**config.mk**
```make
export PLATFORM = sky130hd
export DESIGN_NAME = can_accept_router
export DESIGN_NICKNAME = d
export VERILOG_FILES = /design/src/rtl/can_acf_pkg.sv /design/src/rtl/acf_key_build.sv /design/src/rtl/acf_match_bank.sv /design/src/rtl/acf_route.sv /design/src/rtl/acf_buf_state.sv /design/src/rtl/can_accept_router.sv
export SDC_FILE = /design/constraint.sdc
export NUM_CORES = 1
export LEC_CHECK = 0
export ABC_AREA = 1
export BUFFER_PORTS_ARGS = -buffer_cell sky130_fd_sc_hd__buf_2
export CAP_MARGIN = 20
export CORE_ASPECT_RATIO = 0.7
export CORE_MARGIN = 4
export CORE_UTILIZATION = 35
export DETAILED_ROUTE_END_ITERATION = 16
export PLACE_DENSITY = 0.69
export REMOVE_ABC_BUFFERS = 1
export SYNTH_ARGS = -nofsm -noshare
export SYNTH_HDL_FRONTEND = slang
export SYNTH_SLANG_ARGS = --single-unit
```
**constraint.sdc**
```tcl
create_clock -name clk -period 1.8 [get_ports clk]
set_input_delay 0.09 -clock clk [delete_from_list [all_inputs] [get_ports clk]]
set_output_delay 0.09 -clock clk [all_outputs]
set_load 0.02 [all_outputs]
```
**src/rtl/can_acf_pkg.sv**
```systemverilog
package can_acf_pkg;
   localparam int unsigned ID_W   = 29;
   localparam int unsigned BYTE_W = 8;
   localparam int unsigned N_BUF  = 2;

   typedef enum logic [0:0] {
      RXB_LOW  = 1'b0,
      RXB_HIGH = 1'b1
   } rxbuf_e;
endpackage

```
**src/rtl/acf_key_build.sv**
```systemverilog
module acf_key_build
   import can_acf_pkg::*;
#(
   parameter int unsigned STD_W    = 11,
   parameter int unsigned DB_BYTES = 2
) (
   input  logic [ID_W-1:0]            id,
   input  logic                       ext,
   input  logic                       rtr,
   input  logic [DB_BYTES*BYTE_W-1:0] data,
   output logic [ID_W-1:0]            key,
   output logic [ID_W-1:0]            care
);
   localparam int unsigned STD_KEY_W = STD_W + DB_BYTES*BYTE_W;

   if (STD_KEY_W > ID_W) begin : g_bad_width
      $error("standard key wider than identifier space");
   end

   logic [ID_W-1:0] std_key;
   logic [ID_W-1:0] rmt_care;

   assign std_key[STD_W-1:0] = id[STD_W-1:0];
   for (genvar b = 0; b < DB_BYTES; b++) begin : g_dbyte
      assign std_key[STD_W + b*BYTE_W +: BYTE_W] = data[b*BYTE_W +: BYTE_W];
   end
   if (STD_KEY_W < ID_W) begin : g_pad
      assign std_key[ID_W-1:STD_KEY_W] = '0;
   end

   assign rmt_care = {{(ID_W-STD_W){1'b0}}, {STD_W{1'b1}}};

   always_comb begin
      if (ext) begin
         key  = id;
         care = '1;
      end else if (rtr) begin
         key  = std_key;
         care = rmt_care;
      end else begin
         key  = std_key;
         care = '1;
      end
   end
endmodule

```
**src/rtl/acf_match_bank.sv**
```systemverilog
module acf_match_bank
   import can_acf_pkg::*;
#(
   parameter int unsigned N_FILT = 6,
   parameter int unsigned N_GRP0 = 2
) (
   input  logic [ID_W-1:0]        key,
   input  logic [ID_W-1:0]        care,
   input  logic                   ext,
   input  logic [N_FILT*ID_W-1:0] flt_id,
   input  logic [N_FILT-1:0]      flt_ext,
   input  logic [N_BUF*ID_W-1:0]  msk_id,
   output logic [N_FILT-1:0]      hit
);
   if (N_GRP0 < 1 || N_GRP0 >= N_FILT) begin : g_bad_split
      $error("filter split must leave each group non-empty");
   end

   for (genvar i = 0; i < N_FILT; i++) begin : g_flt
      localparam int unsigned GRP = (i < N_GRP0) ? 0 : 1;
      logic [ID_W-1:0] diff;
      assign diff   = (key ^ flt_id[i*ID_W +: ID_W]) & msk_id[GRP*ID_W +: ID_W] & care;
      assign hit[i] = (flt_ext[i] == ext) && (diff == '0);
   end
endmodule

```
**src/rtl/acf_route.sv**
```systemverilog
module acf_route
   import can_acf_pkg::*;
#(
   parameter int unsigned N_FILT = 6,
   parameter int unsigned N_GRP0 = 2,
   parameter int unsigned FIDX_W = 3
) (
   input  logic [N_FILT-1:0] hit,
   input  logic [N_BUF-1:0]  full,
   output logic              go_valid,
   output rxbuf_e            go_buf,
   output logic [FIDX_W-1:0] go_filt,
   output logic [N_BUF-1:0]  go_ovf
);
   logic              g0_any, g1_any;
   logic [FIDX_W-1:0] g0_idx, g1_idx;

   always_comb begin
      g0_any = 1'b0;
      g0_idx = '0;
      for (int i = N_GRP0 - 1; i >= 0; i--) begin
         if (hit[i]) begin
            g0_any = 1'b1;
            g0_idx = FIDX_W'(i);
         end
      end
      g1_any = 1'b0;
      g1_idx = '0;
      for (int i = N_FILT - 1; i >= int'(N_GRP0); i--) begin
         if (hit[i]) begin
            g1_any = 1'b1;
            g1_idx = FIDX_W'(i);
         end
      end
   end

   always_comb begin
      go_valid = 1'b0;
      go_buf   = RXB_LOW;
      go_filt  = '0;
      go_ovf   = '0;
      if (g0_any) begin
         if (!full[0]) begin
            go_valid = 1'b1;
            go_filt  = g0_idx;
         end else begin
            go_ovf[0] = 1'b1;
         end
      end else if (g1_any) begin
         if (!full[1]) begin
            go_valid = 1'b1;
            go_buf   = RXB_HIGH;
            go_filt  = g1_idx;
         end else begin
            go_ovf[1] = 1'b1;
         end
      end
   end
endmodule

```
**src/rtl/acf_buf_state.sv**
```systemverilog
module acf_buf_state
   import can_acf_pkg::*;
(
   input  logic             clk,
   input  logic             rst_n,
   input  logic [N_BUF-1:0] set,
   input  logic [N_BUF-1:0] clr,
   output logic [N_BUF-1:0] full
);
   for (genvar b = 0; b < N_BUF; b++) begin : g_buf
      always_ff @(posedge clk) begin
         if (!rst_n) full[b] <= 1'b0;
         else        full[b] <= set[b] | (full[b] & ~clr[b]);
      end

      a_r11_hold_until_clear: assert property (@(posedge clk) disable iff (!rst_n)
         full[b] && !clr[b] |=> full[b]);
      a_r11_set_wins: assert property (@(posedge clk) disable iff (!rst_n)
         set[b] |=> full[b]);
      a_r11_clear_frees: assert property (@(posedge clk) disable iff (!rst_n)
         clr[b] && !set[b] |=> !full[b]);
   end
endmodule

```
**src/rtl/can_accept_router.sv**
```systemverilog
module can_accept_router
   import can_acf_pkg::*;
#(
   parameter int unsigned N_FILT   = 6,
   parameter int unsigned N_GRP0   = 2,
   parameter int unsigned STD_W    = 11,
   parameter int unsigned DB_BYTES = 2,
   localparam int unsigned FIDX_W  = (N_FILT > 1) ? $clog2(N_FILT) : 1,
   localparam int unsigned DATA_W  = DB_BYTES*BYTE_W
) (
   input  logic                   clk,
   input  logic                   rst_n,
   input  logic                   frm_valid,
   input  logic [ID_W-1:0]        frm_id,
   input  logic                   frm_ext,
   input  logic                   frm_rtr,
   input  logic [DATA_W-1:0]      frm_data,
   input  logic [N_FILT*ID_W-1:0] flt_id,
   input  logic [N_FILT-1:0]      flt_ext,
   input  logic [N_BUF*ID_W-1:0]  msk_id,
   input  logic [N_BUF-1:0]       clr_full,
   input  logic [N_BUF-1:0]       pin_gp_mode,
   input  logic [N_BUF-1:0]       pin_gp_val,
   output logic                   acc_valid,
   output logic                   acc_buf,
   output logic [FIDX_W-1:0]      acc_filt,
   output logic [N_BUF-1:0]       drop_ovf,
   output logic [N_BUF-1:0]       buf_full,
   output logic [N_BUF-1:0]       bf_pin
);
   logic [ID_W-1:0]   key, care;
   logic [N_FILT-1:0] hit;
   logic              go_valid;
   rxbuf_e            go_buf;
   logic [FIDX_W-1:0] go_filt;
   logic [N_BUF-1:0]  go_ovf;
   logic [N_BUF-1:0]  set_full;

   acf_key_build #(.STD_W(STD_W), .DB_BYTES(DB_BYTES)) u_key (
      .id(frm_id), .ext(frm_ext), .rtr(frm_rtr), .data(frm_data),
      .key(key), .care(care));

   acf_match_bank #(.N_FILT(N_FILT), .N_GRP0(N_GRP0)) u_match (
      .key(key), .care(care), .ext(frm_ext), .flt_id(flt_id),
      .flt_ext(flt_ext), .msk_id(msk_id), .hit(hit));

   acf_route #(.N_FILT(N_FILT), .N_GRP0(N_GRP0), .FIDX_W(FIDX_W)) u_route (
      .hit(hit), .full(buf_full), .go_valid(go_valid), .go_buf(go_buf),
      .go_filt(go_filt), .go_ovf(go_ovf));

   assign set_full[0] = frm_valid && go_valid && (go_buf == RXB_LOW);
   assign set_full[1] = frm_valid && go_valid && (go_buf == RXB_HIGH);

   acf_buf_state u_state (
      .clk(clk), .rst_n(rst_n), .set(set_full), .clr(clr_full), .full(buf_full));

   always_ff @(posedge clk) begin
      if (!rst_n) begin
         acc_valid <= 1'b0;
         acc_buf   <= 1'b0;
         acc_filt  <= '0;
         drop_ovf  <= '0;
      end else begin
         acc_valid <= frm_valid && go_valid;
         acc_buf   <= frm_valid && go_valid && (go_buf == RXB_HIGH);
         acc_filt  <= (frm_valid && go_valid) ? go_filt : '0;
         drop_ovf  <= frm_valid ? go_ovf : '0;
      end
   end

   for (genvar b = 0; b < N_BUF; b++) begin : g_pin
      assign bf_pin[b] = pin_gp_mode[b] ? pin_gp_val[b] : buf_full[b];
   end

   a_r10_accept_needs_frame: assert property (@(posedge clk) disable iff (!rst_n)
      acc_valid |-> $past(frm_valid));
   a_r10_ovf_needs_frame: assert property (@(posedge clk) disable iff (!rst_n)
      (|drop_ovf) |-> $past(frm_valid));
   a_r5_low_group: assert property (@(posedge clk) disable iff (!rst_n)
      acc_valid && !acc_buf |-> int'(acc_filt) < int'(N_GRP0));
   a_r5_high_group: assert property (@(posedge clk) disable iff (!rst_n)
      acc_valid && acc_buf |-> int'(acc_filt) >= int'(N_GRP0) && int'(acc_filt) < int'(N_FILT));
   a_r7_drop_excludes_accept: assert property (@(posedge clk) disable iff (!rst_n)
      acc_valid |-> drop_ovf == '0);
   a_r7_single_ovf: assert property (@(posedge clk) disable iff (!rst_n)
      $onehot0(drop_ovf));
   a_r7_ovf0_means_full: assert property (@(posedge clk) disable iff (!rst_n)
      drop_ovf[0] |-> $past(buf_full[0]));
   a_r8_ovf1_means_full: assert property (@(posedge clk) disable iff (!rst_n)
      drop_ovf[1] |-> $past(buf_full[1]));
   a_r11_low_target_free: assert property (@(posedge clk) disable iff (!rst_n)
      acc_valid && !acc_buf |-> !$past(buf_full[0]) && buf_full[0]);
   a_r11_high_target_free: assert property (@(posedge clk) disable iff (!rst_n)
      acc_valid && acc_buf |-> !$past(buf_full[1]) && buf_full[1]);
endmodule

```
==> run_results.csv <==
group,metric,value,unit
outcome,status,"finished, final reports clean",
timing,timing.fmax,0.5874,GHz
grt,grt_pass1_vias,6160,
synth,synth.avg_cell_area,5.482,sq um
clocking,htreeDepth,1,
grt,met3_usage,3.338,%
setup_path,path_max_fanout,29,
timing,fin_crit_sh,94.58,%
detailed_routing,postRouteAntennaNets,0,
timing,worst_pin_slew,0.2573,ns
grt,grt_use_total,25.10,%
power_and_ir_drop,p_total,2.168,mW
setup_path,arrival,1.88,ns
grt,grt_use_met2,41.72,%
detailed_routing,vias_per_cell,5.223,
grt,grt_remaining_overflow,0,
timing,skew,0.003211,ns
timing,fin_setup_tns,0,ns
detailed_routing,drc,0,
grt,globalRouteMet1Util,36.07,%
finish,fillers,1312,
grt,grt-busiest-layer,"met2",
synth,synth_top_area_share,22.94,%
setup_path,slowest_delay,0.18,ns
synth,ys_ff_latch,9,
detailed_routing,first_iter_violations,456,
setup_path,path_common_cell,"nand2_1",
synth,ys_seq_area_share,4.003,%
detailed_routing,wl,20770,um
power_and_ir_drop,power.switching,0.9577,mW
timing,period_needed,1.702,ns
placed_design,io_buffers,304,
setup_path,required,1.98,ns
synth,yosys.cell_types.count,31,
synth,synthTopCellsByArea,"nand2_1 23%, nand4_1 15%, nand3b_1 13%",
power_and_ir_drop,intPower,1.210,mW
finish,area_growth,50.85,%
floorplanning,dieArea,14770,sq um
finish,fin_util,54.28,%
clocking,cts_tree,"yes",
grt,antenna_found_initial,0,
synth,synth_area,4501,sq um
timing,relSlewSlack,82.81,%
floorplanning,start_util,35.98,%
setup_path,worst_setup_path_start_kind,"input port",
power_and_ir_drop,p_clk_share,18.1,%
detailed_routing,first_pass_iters,6,
clocking,cts_buffers,3,
synth,yosysWarnings,0,
setup_path,crit_family,"simple AND/OR/NAND/NOR gates",
placed_design,gp_congestion,0.9556,
floorplanning,coreArea,12510,sq um
power_and_ir_drop,swShare,44.19,%
setup_path,worstPathCellList,"buf_8 -> inv_12 -> nand2_4 -> buf_12 -> buf_4 -> nand4_1 -> nand2_1 -> nor2_1 -> nand2_1 -> nor2_1 -> nand3_1 -> nand2_1 -> inv_2 -> nand2_4 -> nand3_4 -> inv_2 -> nand2_1 -> nand2_1",
setup_path,cp_slowest_cell,"buf_12",
job,maxCapViolCount,0,
power_and_ir_drop,peakVddDrop,0.0002642,V
clocking,clk_latency,0.24,ns
timing,setup_viol,0,
floorplanning,rows,34,
setup_path,timing.critical_path.buf_inv,6,
placed_design,post-dp-hpwl,18060,um
finish,drive_above_1_share,40.15,%
detailed_routing,wl_per_cell,15.62,um
timing,hold_violations,0,
detailed_routing,vias,6946,
clocking,cts_root_buf,"clkbuf_16",
timing,timing.hold.ws,0.03379,ns
floorplanning,die_y,102.9,um
power_and_ir_drop,power.density,319.3,nW/um^2
synth,synth_cells,821,
synth,yosysTopAreaCell,"nand2_1",
setup_path,critPathKind,"input port to flip-flop",
clocking,clockBufferDepth,2,
timing,drv_slew,0,
clocking,clk_pin_slew,0.04,ns
grt,grt_max_degree,30,
min_path,min_path_type,"input port to flip-flop",
setup_path,cp-end-kind,"flip-flop",
finish,fin_nets,1463,
finish,diodes,0,
power_and_ir_drop,seqPwrFrac,9.2,%
grt,grt_pass1_wl,30050,um
power_and_ir_drop,comb_power_share,72.7,%
floorplanning,die_w,143.5,um
clocking,clock-sinks,9,
floorplanning,io_pins,305,
power_and_ir_drop,p_leak,3.616,nW
## metrics by stage
| step | setup WS [ns] | instances | cell area, sq um |
|---|---|---|---|
| CTS | 0.003829 | 1324 | 6651 |
| global placement | -0.3796 | 1319 | 6534 |
| detailed placement | -0.3587 | 1319 | 6534 |
| global route | -0.01451 | 1330 | 6789 |
| floorplan | -0.09357 | 794 | 4342 |
| finish | 0.09759 | 1330 | 6789 |
## cells in the mapped netlist
cell type	n
o22ai_1	4
o21a_1	1
nor3_1	1
a21oi_1	18
o21ai_0	27
buf_1	1
a21boi_0	1
inv_2	4
nor2_2	2
o31ai_1	2
nand2_8	13
xor2_1	6
or2_2	30
or2_1	1
clkbuf_1	14
nand3_4	1
nand2_2	22
nand2_1	275
inv_8	1
nand3b_1	77
inv_1	34
nand4_1	109
buf_6	4
nand2_4	9
nor2_1	83
buf_2	6
dfxtp_1	9
nand3_1	58
buf_12	1
buf_4	1
xnor2_1	6
## kinds of logic (layout without fill, tap and decap cells)
logic type             after synthesis  in the layout  share of synthesized area [%]
AND/OR/NAND/NOR                    681            681                          80.48
XOR/XNOR                            12             12                          2.335
AO/OA/AOI/OAI                       53             53                          6.227
flip-flops                           9              9                          4.003
buffers and inverters               66            413                          6.950
## layout make-up
class / instances / area (sq um) / share of cell area, %
Sequential cell: 9 / 180.2 / 2.654
Clock buffer: 3 / 75.07 / 1.106
Multi-Input combinational cell: 746 / 4074 / 60.01
Clock inverter: 1 / 5.005 / 0.07372
Timing Repair inverter: 1 / 8.758 / 0.1290
Inverter: 39 / 161.4 / 2.377
Timing Repair Buffer: 369 / 2082 / 30.67
Tap cell: 162 / 202.7 / 2.986
## routing by layer
| layer | share of wire, % | routed length, um |
|---|---|---|
| met1 | 45 | 9342 |
| met2 | 45 | 9417 |
| met3 | 9.4 | 1949 |
| met4 | 0.28 | 59 |
| met5 | 0 | 0 |
## cell usage in the layout, fill, tap and decap left out, types with 4 or more instances in the layout
cell	count
nand3_1	58
o21ai_0	27
inv_1	34
nand2_2	21
nand2_1	271
dfxtp_1	9
buf_4	60
xor2_1	6
xnor2_1	6
o22ai_1	4
nand4_1	109
nand3b_1	77
buf_2	303
nand2_8	14
nor2_2	11
nor2_1	74
nand2_4	13
or2_2	30
a21oi_1	18
buf_12	5
## sequential cells by signal, summed over array words and instances (netlist names)
| register | cells |
|---|---|
| acc_valid | 1 |
| drop_ovf | 2 |
| u_state.full | 2 |
| acc_buf | 1 |
| acc_filt | 3 |
## power groups by stage
stage	clock [mW]	combinational [mW]	sequential [mW]
2_1_floorplan	0	0.745	0.204
3_3_place_gp	0	1.48	0.204
3_5_place_dp	0	1.50	0.204
4_1_cts	0.399	1.52	0.200
5_1_grt	0.410	1.73	0.200
6_report	0.392	1.58	0.200
## path summary, 6_finish.rpt
kind / from / endpoint / slack, ns / cells past startpoint
worst max-delay path: frm_ext / acc_filt[0]$_SDFF_PN0_ / 0.1 / 18
worst max register to register: u_state.full[0]$_SDFF_PN0_ / acc_filt[0]$_SDFF_PN0_ / 0.93 / 5
worst min-delay path: clr_full[1] / u_state.full[1]$_SDFF_PN0_ / 0.03 / 2
worst min register to register: u_state.full[1]$_SDFF_PN0_ / drop_ovf[1]$_SDFF_PP0_ / 0.53 / 2
## repair_timing
item | CTS | global route
endpoints found under the setup margin | 7 | 9
resized for setup | 9 | 25
gates cloned | 0 | 1
hold buffers | 0 | 0
buffers inserted | 1 | 5
pin swaps | 0 | 6
No activity file was read; power rests on OpenSTA's default activity.
